===== config.mk =====
export PLATFORM = sky130hd
export DESIGN_NAME = fm_track_writer
export DESIGN_NICKNAME = d
export VERILOG_FILES = /design/src/rtl/fmtw_pkg.sv /design/src/rtl/fm_cell_timer.sv /design/src/rtl/fm_crc16.sv /design/src/rtl/fm_layout_seq.sv /design/src/rtl/fm_cell_shifter.sv /design/src/rtl/fm_track_writer.sv
export SDC_FILE = /design/constraint.sdc
export NUM_CORES = 1
export LEC_CHECK = 0
export BUFFER_PORTS_ARGS = -buffer_cell sky130_fd_sc_hd__buf_2
export CAP_MARGIN = 20
export CORE_MARGIN = 3
export CORE_UTILIZATION = 45
export DETAILED_ROUTE_END_ITERATION = 7
export PLACE_DENSITY = 0.64
export SKIP_LAST_GASP = 1
export SYNTH_ARGS = -nofsm -noshare
export SYNTH_HDL_FRONTEND = slang
export SYNTH_SLANG_ARGS = --single-unit

===== constraint.sdc =====
create_clock -name clk -period 5.9 [get_ports clk]
set_input_delay 0.885 -clock clk [delete_from_list [all_inputs] [get_ports clk]]
set_output_delay 0.885 -clock clk [all_outputs]
set_load 0.02 [all_outputs]

===== src/rtl/fmtw_pkg.sv =====
package fmtw_pkg;

  typedef enum logic [3:0] {
    SG_PRE, SG_IDAM, SG_IDF, SG_IDCRC, SG_GAP2, SG_DAM,
    SG_DATA, SG_DCRC, SG_GAP3, SG_GAPFF, SG_FILL
  } seg_e;

  typedef enum logic [1:0] { CRC_HOLD, CRC_SEED, CRC_ACC } crc_op_e;

  typedef struct packed {
    logic [7:0] data;
    logic [7:0] clk_pat;
    crc_op_e    op;
  } fm_byte_t;

  localparam logic [7:0]  ID_MARK    = 8'hFE;
  localparam logic [7:0]  DATA_MARK  = 8'hFB;
  localparam logic [7:0]  MARK_CLK   = 8'hC7;
  localparam logic [7:0]  PLAIN_CLK  = 8'hFF;
  localparam logic [7:0]  TRACK_FILL = 8'h4E;
  localparam logic [7:0]  SYNC_BYTE  = 8'h00;
  localparam logic [7:0]  TAIL_BYTE  = 8'hFF;
  localparam logic [7:0]  SIZE_128   = 8'h00;
  localparam logic [15:0] CRC_POLY   = 16'h1021;
  localparam logic [15:0] CRC_PRESET = 16'hFFFF;

  function automatic logic [15:0] crc16_step(input logic [15:0] c, input logic [7:0] b);
    logic [15:0] r;
    logic fb;
    r = c;
    for (int i = 7; i >= 0; i--) begin
      fb = r[15] ^ b[i];
      r = {r[14:0], 1'b0} ^ (fb ? CRC_POLY : 16'h0000);
    end
    return r;
  endfunction

  function automatic logic [15:0] fm_cells(input logic [7:0] cp, input logic [7:0] d);
    logic [15:0] w;
    for (int i = 0; i < 8; i++) begin
      w[2*i+1] = cp[i];
      w[2*i]   = d[i];
    end
    return w;
  endfunction

endpackage


===== src/rtl/fm_cell_timer.sv =====
module fm_cell_timer #(
  parameter int DIV = 4
) (
  input  logic clk,
  input  logic rst_n,
  input  logic run,
  input  logic tick,
  output logic strobe
);
  generate
    if (DIV <= 1) begin : g_direct
      assign strobe = run & tick;
    end else begin : g_count
      localparam int CW = $clog2(DIV);
      localparam logic [CW-1:0] LAST = CW'(DIV - 1);
      logic [CW-1:0] cnt;
      assign strobe = run && tick && (cnt == LAST);
      always_ff @(posedge clk or negedge rst_n) begin
        if (!rst_n)        cnt <= '0;
        else if (!run)     cnt <= '0;
        else if (tick)     cnt <= (cnt == LAST) ? '0 : cnt + 1'b1;
      end
    end
  endgenerate
endmodule


===== src/rtl/fm_crc16.sv =====
module fm_crc16
  import fmtw_pkg::*;
(
  input  logic        clk,
  input  logic        rst_n,
  input  logic        en,
  input  crc_op_e     op,
  input  logic [7:0]  din,
  output logic [15:0] crc
);
  always_ff @(posedge clk or negedge rst_n) begin
    if (!rst_n) crc <= CRC_PRESET;
    else if (en) begin
      case (op)
        CRC_SEED: crc <= crc16_step(CRC_PRESET, din);
        CRC_ACC:  crc <= crc16_step(crc, din);
        default:  crc <= crc;
      endcase
    end
  end
endmodule


===== src/rtl/fm_layout_seq.sv =====
module fm_layout_seq
  import fmtw_pkg::*;
#(
  parameter int SEC_W    = 5,
  parameter int DATA_LEN = 128,
  parameter int PRE_LEN  = 6,
  parameter int GAP2_LEN = 17,
  parameter int GAP3_LEN = 9,
  parameter int TAIL_LEN = 3
) (
  input  logic             clk,
  input  logic             rst_n,
  input  logic             init,
  input  logic             adv,
  input  logic [SEC_W-1:0] sec_total,
  input  logic [7:0]       track,
  input  logic             side,
  input  logic [7:0]       fill,
  input  logic [15:0]      crc,
  output fm_byte_t         cur,
  output logic             in_fill
);
  localparam int MAXL = DATA_LEN + PRE_LEN + GAP2_LEN + GAP3_LEN + TAIL_LEN + 8;
  localparam int IW   = $clog2(MAXL);

  seg_e             seg;
  logic [IW-1:0]    idx;
  logic [SEC_W-1:0] sec_idx;
  logic [SEC_W-1:0] sec_lim;

  function automatic logic [IW-1:0] seg_len(input seg_e s);
    case (s)
      SG_PRE:   return IW'(PRE_LEN);
      SG_IDF:   return IW'(4);
      SG_IDCRC: return IW'(2);
      SG_GAP2:  return IW'(GAP2_LEN);
      SG_DATA:  return IW'(DATA_LEN);
      SG_DCRC:  return IW'(2);
      SG_GAP3:  return IW'(GAP3_LEN);
      SG_GAPFF: return IW'(TAIL_LEN);
      default:  return IW'(1);
    endcase
  endfunction

  assign in_fill = (seg == SG_FILL);

  always_ff @(posedge clk or negedge rst_n) begin
    if (!rst_n) begin
      seg     <= SG_FILL;
      idx     <= '0;
      sec_idx <= '0;
      sec_lim <= '0;
    end else if (init) begin
      seg     <= (sec_total == '0) ? SG_FILL : SG_PRE;
      idx     <= '0;
      sec_idx <= '0;
      sec_lim <= sec_total;
    end else if (adv && seg != SG_FILL) begin
      if (idx == seg_len(seg) - 1'b1) begin
        idx <= '0;
        if (seg == SG_GAPFF) begin
          sec_idx <= sec_idx + 1'b1;
          seg     <= (sec_idx + 1'b1 == sec_lim) ? SG_FILL : SG_PRE;
        end else begin
          seg <= seg_e'(seg + 1'b1);
        end
      end else begin
        idx <= idx + 1'b1;
      end
    end
  end

  always_comb begin
    cur.data    = SYNC_BYTE;
    cur.clk_pat = PLAIN_CLK;
    cur.op      = CRC_HOLD;
    case (seg)
      SG_IDAM: begin cur.data = ID_MARK; cur.clk_pat = MARK_CLK; cur.op = CRC_SEED; end
      SG_DAM:  begin cur.data = DATA_MARK; cur.clk_pat = MARK_CLK; cur.op = CRC_SEED; end
      SG_IDF: begin
        cur.op = CRC_ACC;
        case (idx[1:0])
          2'd0:    cur.data = track;
          2'd1:    cur.data = {7'd0, side};
          2'd2:    cur.data = 8'(sec_idx) + 8'd1;
          default: cur.data = SIZE_128;
        endcase
      end
      SG_DATA:  begin cur.data = fill; cur.op = CRC_ACC; end
      SG_IDCRC, SG_DCRC: cur.data = (idx == '0) ? crc[15:8] : crc[7:0];
      SG_GAPFF: cur.data = TAIL_BYTE;
      SG_FILL:  cur.data = TRACK_FILL;
      default:  cur.data = SYNC_BYTE;
    endcase
  end
endmodule


===== src/rtl/fm_cell_shifter.sv =====
module fm_cell_shifter (
  input  logic        clk,
  input  logic        rst_n,
  input  logic        init,
  input  logic        strobe,
  input  logic        have_byte,
  input  logic [15:0] word,
  output logic        load,
  output logic        finish,
  output logic        wr_data,
  output logic        wr_gate
);
  logic [14:0] rest;
  logic [3:0]  left;

  assign load   = strobe && (left == 4'd0) && have_byte;
  assign finish = strobe && (left == 4'd0) && !have_byte;

  always_ff @(posedge clk or negedge rst_n) begin
    if (!rst_n) begin
      rest <= '0; left <= '0; wr_data <= 1'b0; wr_gate <= 1'b0;
    end else if (init) begin
      left <= '0;
    end else if (load) begin
      wr_data <= word[15];
      rest    <= word[14:0];
      left    <= 4'd15;
      wr_gate <= 1'b1;
    end else if (finish) begin
      wr_data <= 1'b0;
      wr_gate <= 1'b0;
    end else if (strobe) begin
      wr_data <= rest[14];
      rest    <= {rest[13:0], 1'b0};
      left    <= left - 1'b1;
    end
  end
endmodule


===== src/rtl/fm_track_writer.sv =====
module fm_track_writer
  import fmtw_pkg::*;
#(
  parameter int CELL_DIV = 4,
  parameter int SEC_W    = 5,
  parameter int LEN_W    = 16,
  parameter int DATA_LEN = 128,
  parameter int PRE_LEN  = 6,
  parameter int GAP2_LEN = 17,
  parameter int GAP3_LEN = 9,
  parameter int TAIL_LEN = 3
) (
  input  logic             clk,
  input  logic             rst_n,
  input  logic             ref_tick,
  input  logic             start,
  input  logic             stop,
  input  logic [7:0]       track_no,
  input  logic             side_sel,
  input  logic [SEC_W-1:0] sector_cnt,
  input  logic [7:0]       fill_byte,
  input  logic [LEN_W-1:0] track_len,
  output logic             wr_data,
  output logic             wr_gate,
  output logic             done
);
  logic             busy, stop_l, strobe, load, finish, init, in_fill;
  logic [7:0]       track_q, fill_q;
  logic             side_q;
  logic [LEN_W-1:0] len_q, sent;
  logic [15:0]      crc;
  fm_byte_t         cur;

  assign init = start && !busy;

  always_ff @(posedge clk or negedge rst_n) begin
    if (!rst_n) begin
      busy <= 1'b0; stop_l <= 1'b0; done <= 1'b0;
      track_q <= '0; fill_q <= '0; side_q <= 1'b0; len_q <= '0; sent <= '0;
    end else begin
      done <= finish;
      if (init) begin
        busy <= 1'b1; stop_l <= 1'b0; sent <= '0;
        track_q <= track_no; fill_q <= fill_byte; side_q <= side_sel; len_q <= track_len;
      end else begin
        if (busy && stop) stop_l <= 1'b1;
        if (load)         sent <= sent + 1'b1;
        if (finish)       busy <= 1'b0;
      end
    end
  end

  fm_cell_timer #(.DIV(CELL_DIV)) u_timer (
    .clk(clk), .rst_n(rst_n), .run(busy), .tick(ref_tick), .strobe(strobe)
  );

  fm_layout_seq #(
    .SEC_W(SEC_W), .DATA_LEN(DATA_LEN), .PRE_LEN(PRE_LEN),
    .GAP2_LEN(GAP2_LEN), .GAP3_LEN(GAP3_LEN), .TAIL_LEN(TAIL_LEN)
  ) u_seq (
    .clk(clk), .rst_n(rst_n), .init(init), .adv(load), .sec_total(sector_cnt),
    .track(track_q), .side(side_q), .fill(fill_q), .crc(crc),
    .cur(cur), .in_fill(in_fill)
  );

  fm_crc16 u_crc (
    .clk(clk), .rst_n(rst_n), .en(load), .op(cur.op), .din(cur.data), .crc(crc)
  );

  fm_cell_shifter u_shift (
    .clk(clk), .rst_n(rst_n), .init(init), .strobe(strobe),
    .have_byte(!(stop_l || (in_fill && sent >= len_q))),
    .word(fm_cells(cur.clk_pat, cur.data)),
    .load(load), .finish(finish), .wr_data(wr_data), .wr_gate(wr_gate)
  );
endmodule


==> impl_results.md <==
* Status: complete, no violations
* Cells after Synth at 836
* Detailed Place HPWL at around 13000 µm
* Avg Inst Size Synth at just under 9 µm²
* Pleak at ~3.6 nW
* I/O pin count at 46
* Count of hold-fix buffers inserted at cts at 0
* Die H at about 130 µm
* N_diodes at 0
* Largest net degree at the start of global routing at 71
* Rel. slew slack at 36.2%
* Nets at 930
* GP Congestion at 0.949
* DR iter-0 viols at 475
* Max cap viols at 0
* Crit Path Max Fanout at 12
* Share of layout cells above drive strength 1 at between 10 and 15%
* FF-to-FF setup slack at 2190 ps
* Antenna Nets Post-Route at 0
* Post CTS Setup Buffer Count at 0
* Vias in the first global route at 5864
* Top delay family on crit path: simple AND/OR/NAND/NOR gates
* Max clock buf depth at 2
* Cell variety after synth at between 80 and 90
* Reg clk slew, reported paths at 50 ps
* Critical path's slowest cell: dfstp_2
* Clock tree root driver cell: clkbuf_16
* Gr ovfl total at 0
* Fmax at 269 MHz
* Main synth FF type: dfrtp_1
* Initial DRT Pass Iterations at 5
* Final number of hold-violating endpoints at 0
* H-tree levels at 4
* Die ar. at 17700 µm²
* Post-CTS resize count at 0
* Synth warn at 0
* Startpoint Class: register
* Clk_skew at 8.55 ps
* Fin crit period at 3710 ps
* CP peak stage delay at a little under 600 ps
* CP arrival at roughly 4000 ps
* Area leader, netlist: dfrtp_1
* Worst min path class: reg2reg
* Endpoints failing setup at 0
* Post-synth top cells: nand2_1 (168), dfrtp_1 (95), o21ai_0 (63), nor2_1 (46), inv_1 (36)
* Total global-route track usage at 21.2%
* Buffers & Inverters on Critical Path at 1
* Area Overhead vs Synth at 12.4%
* # fillers at 1455
* Pwr dens at 384 nW/µm²
* Post-synth EDFFs at 0
* CP Cell Sequence: inv_1 > ha_1 > or2_2 > a21oi_1 > ha_1 > xnor2_1 > xnor2_1 > nor4b_2 > o2111ai_2 > nor3_4 > a31oi_1 > a311oi_1
* Crit end category: register
* Pins Over Slew Limit at 0
* Top cell type's share of synthesized area at roughly a third
* Setup TNS at 0 ps
* Worst VDD drop at 0.000283 V
* IO Port Bufs at 45
* Synthesized area at between 7000 and 8000 µm²
* Via-to-Cell Ratio at 5.64
* Most frequent cell after synthesis: nand2_1
* Drt wl/cell at between 15 and 20 µm
* Antenna violations before repair at 0
* Ranking of synthesized cells by area: dfrtp_1 (33%), nand2_1 (8.7%), dfstp_2 (6.5%)
* Via count at 6093
* Syn_nets at 909
* DP Area at 7590 µm²
* Unrepaired setup endpoints after global routing: false
* DRC errors left at 0
* Setup Crit Path Kind: reg2reg
* Core area at roughly 15000 µm²
* Clk sinks at approximately 110
* Routed WL at around 18000 µm
* Cell area after layout at 8170 µm²
* Crit path required time at 6230 ps
* DIE WIDTH at 133 µm
* Worst skew pair latency at 430 ps
* Register area share after synthesis at 39.2%
* Transition time at the pin with the least slew margin at 954 ps
* CTS tree: done
* Initial core utilization at 46.9%
* Yosys reg bits at around 110
* Sequential cell area at 2850 µm²
* Multi-input logic area at 4080 µm²
* First-pass GRT wire length at 30100 µm
* Cts bufs inserted at 17
* Final cycle utilization of the critical path at 62.9%
* Async S/R FF share, synth at 100%
* Core Rows at 45
## cell usage in the layout, fill, tap and decap left out, types with 6 or more instances in the layout
cell type | netlist | layout
a31oi_1 | 10 | 10
or4_1 | 11 | 11
nor2b_1 | 7 | 6
ha_1 | 30 | 30
inv_1 | 36 | 36
clkbuf_16 | 0 | 17
nand2b_1 | 12 | 11
nand2_1 | 168 | 168
nand3_1 | 12 | 12
xnor2_1 | 30 | 30
or3_1 | 12 | 12
dfstp_2 | 18 | 18
or2_2 | 6 | 6
mux2i_1 | 13 | 13
nor3_1 | 11 | 11
o211ai_1 | 13 | 13
a211oi_1 | 8 | 8
buf_4 | 3 | 6
dfrtp_1 | 95 | 95
o21ai_0 | 63 | 63
a21oi_1 | 28 | 28
and3_1 | 7 | 7
buf_2 | 11 | 44
nor2_1 | 46 | 46
o22a_1 | 6 | 6
xor2_1 | 25 | 25
## logic make-up (layout without fill, tap and decap cells)
logic type	after synthesis	after routing	synth area share, %
buf+inv	84	118	4.89
fa+ha+maj	30	30	5.17
xor+xnor	55	55	6.63
simple gates	339	339	23.0
mux	15	15	2.10
compound gates	200	200	19.0
flops	113	113	39.2
## metrics by stage
stage | utilization, % | hold WS, ps | worst slack [ps] | total power [mW] | cells
after floorplan | - | 437 | 2550 | 1.85 | 836
after global placement | 49.0 | 458 | 2300 | 2.10 | 1049
after detailed placement | 49.0 | 458 | 2240 | 2.11 | 1049
after CTS | 52.8 | 472 | 2230 | 3.15 | 1081
after global routing | 52.8 | 494 | 1860 | 3.35 | 1081
final | 52.8 | 467 | 2190 | 3.13 | 1081
## sequential cells by signal (all words and copies together), names as in the netlist
| register | cells |
|---|---|
| u_shift.wr_data | 1 |
| u_seq.sec_idx | 5 |
| side_q | 1 |
| track_q | 8 |
| sent | 16 |
| u_shift.left | 4 |
| done | 1 |
| u_seq.seg | 4 |
| u_shift.rest | 15 |
| u_shift.wr_gate | 1 |
| u_crc.crc | 16 |
| u_seq.sec_lim | 5 |
| fill_q | 8 |
| u_seq.idx | 8 |
| u_timer.g_count.cnt | 2 |
| len_q | 16 |
| stop_l | 1 |
| busy | 1 |
## path summary, 6_finish.rpt
check | end | startpoint | depth (start not counted)
max in group asynchronous | u_crc.crc[1] | rst_n | 2
min | track_q[4] | track_q[4] | 2
min reg2reg | track_q[4] | track_q[4] | 2
max reg2reg | u_seq.seg[2] | u_seq.seg[1] | 12
min in group asynchronous | len_q[9] | rst_n | 1
max | u_seq.seg[2] | u_seq.seg[1] | 12
## report_power, final
group          switching [mW]  total (mW)  leakage [nW]  internal, mW
combinational           0.556       0.969          1.96         0.413
sequential              0.141        1.14          1.39          1.00
clock                   0.388        1.02         0.273         0.633
total                    1.09        3.13          3.62          2.05
## worst reg2reg max path: cells and delay by family, from the launching register on
family,cells,cell delay [ps]
adders and majority gates,2,660
xor gates and xnor gates,2,280
buffers and inverters,1,80
AOI/OAI and AO/OA,4,920
DFF,1,590
and+or+nand+nor,3,1100
## final cells by class
cell class                 count  area share, %
multi-input combinational    639           49.9
tap                          211           3.23
sequential                   113           34.9
clock inverter                12           1.61
clock buffer                  20           5.47
timing repair buffer          50           3.25
inverter                      36           1.65
## per-layer routing
metal | share of wire (%) | vias to the layer above | GRT usage, % | wire (µm)
li1 | - | 2988 | - | -
met2 | 46 | 176 | 33.1 | 8400
met1 | 47 | 2907 | 29.2 | 8600
met3 | 5.4 | 22 | 5.06 | 981
met4 | 1.5 | 0 | 6.64 | 282
met5 | 0 | - | 0 | 0
Power figures use the tool's default switching activity.
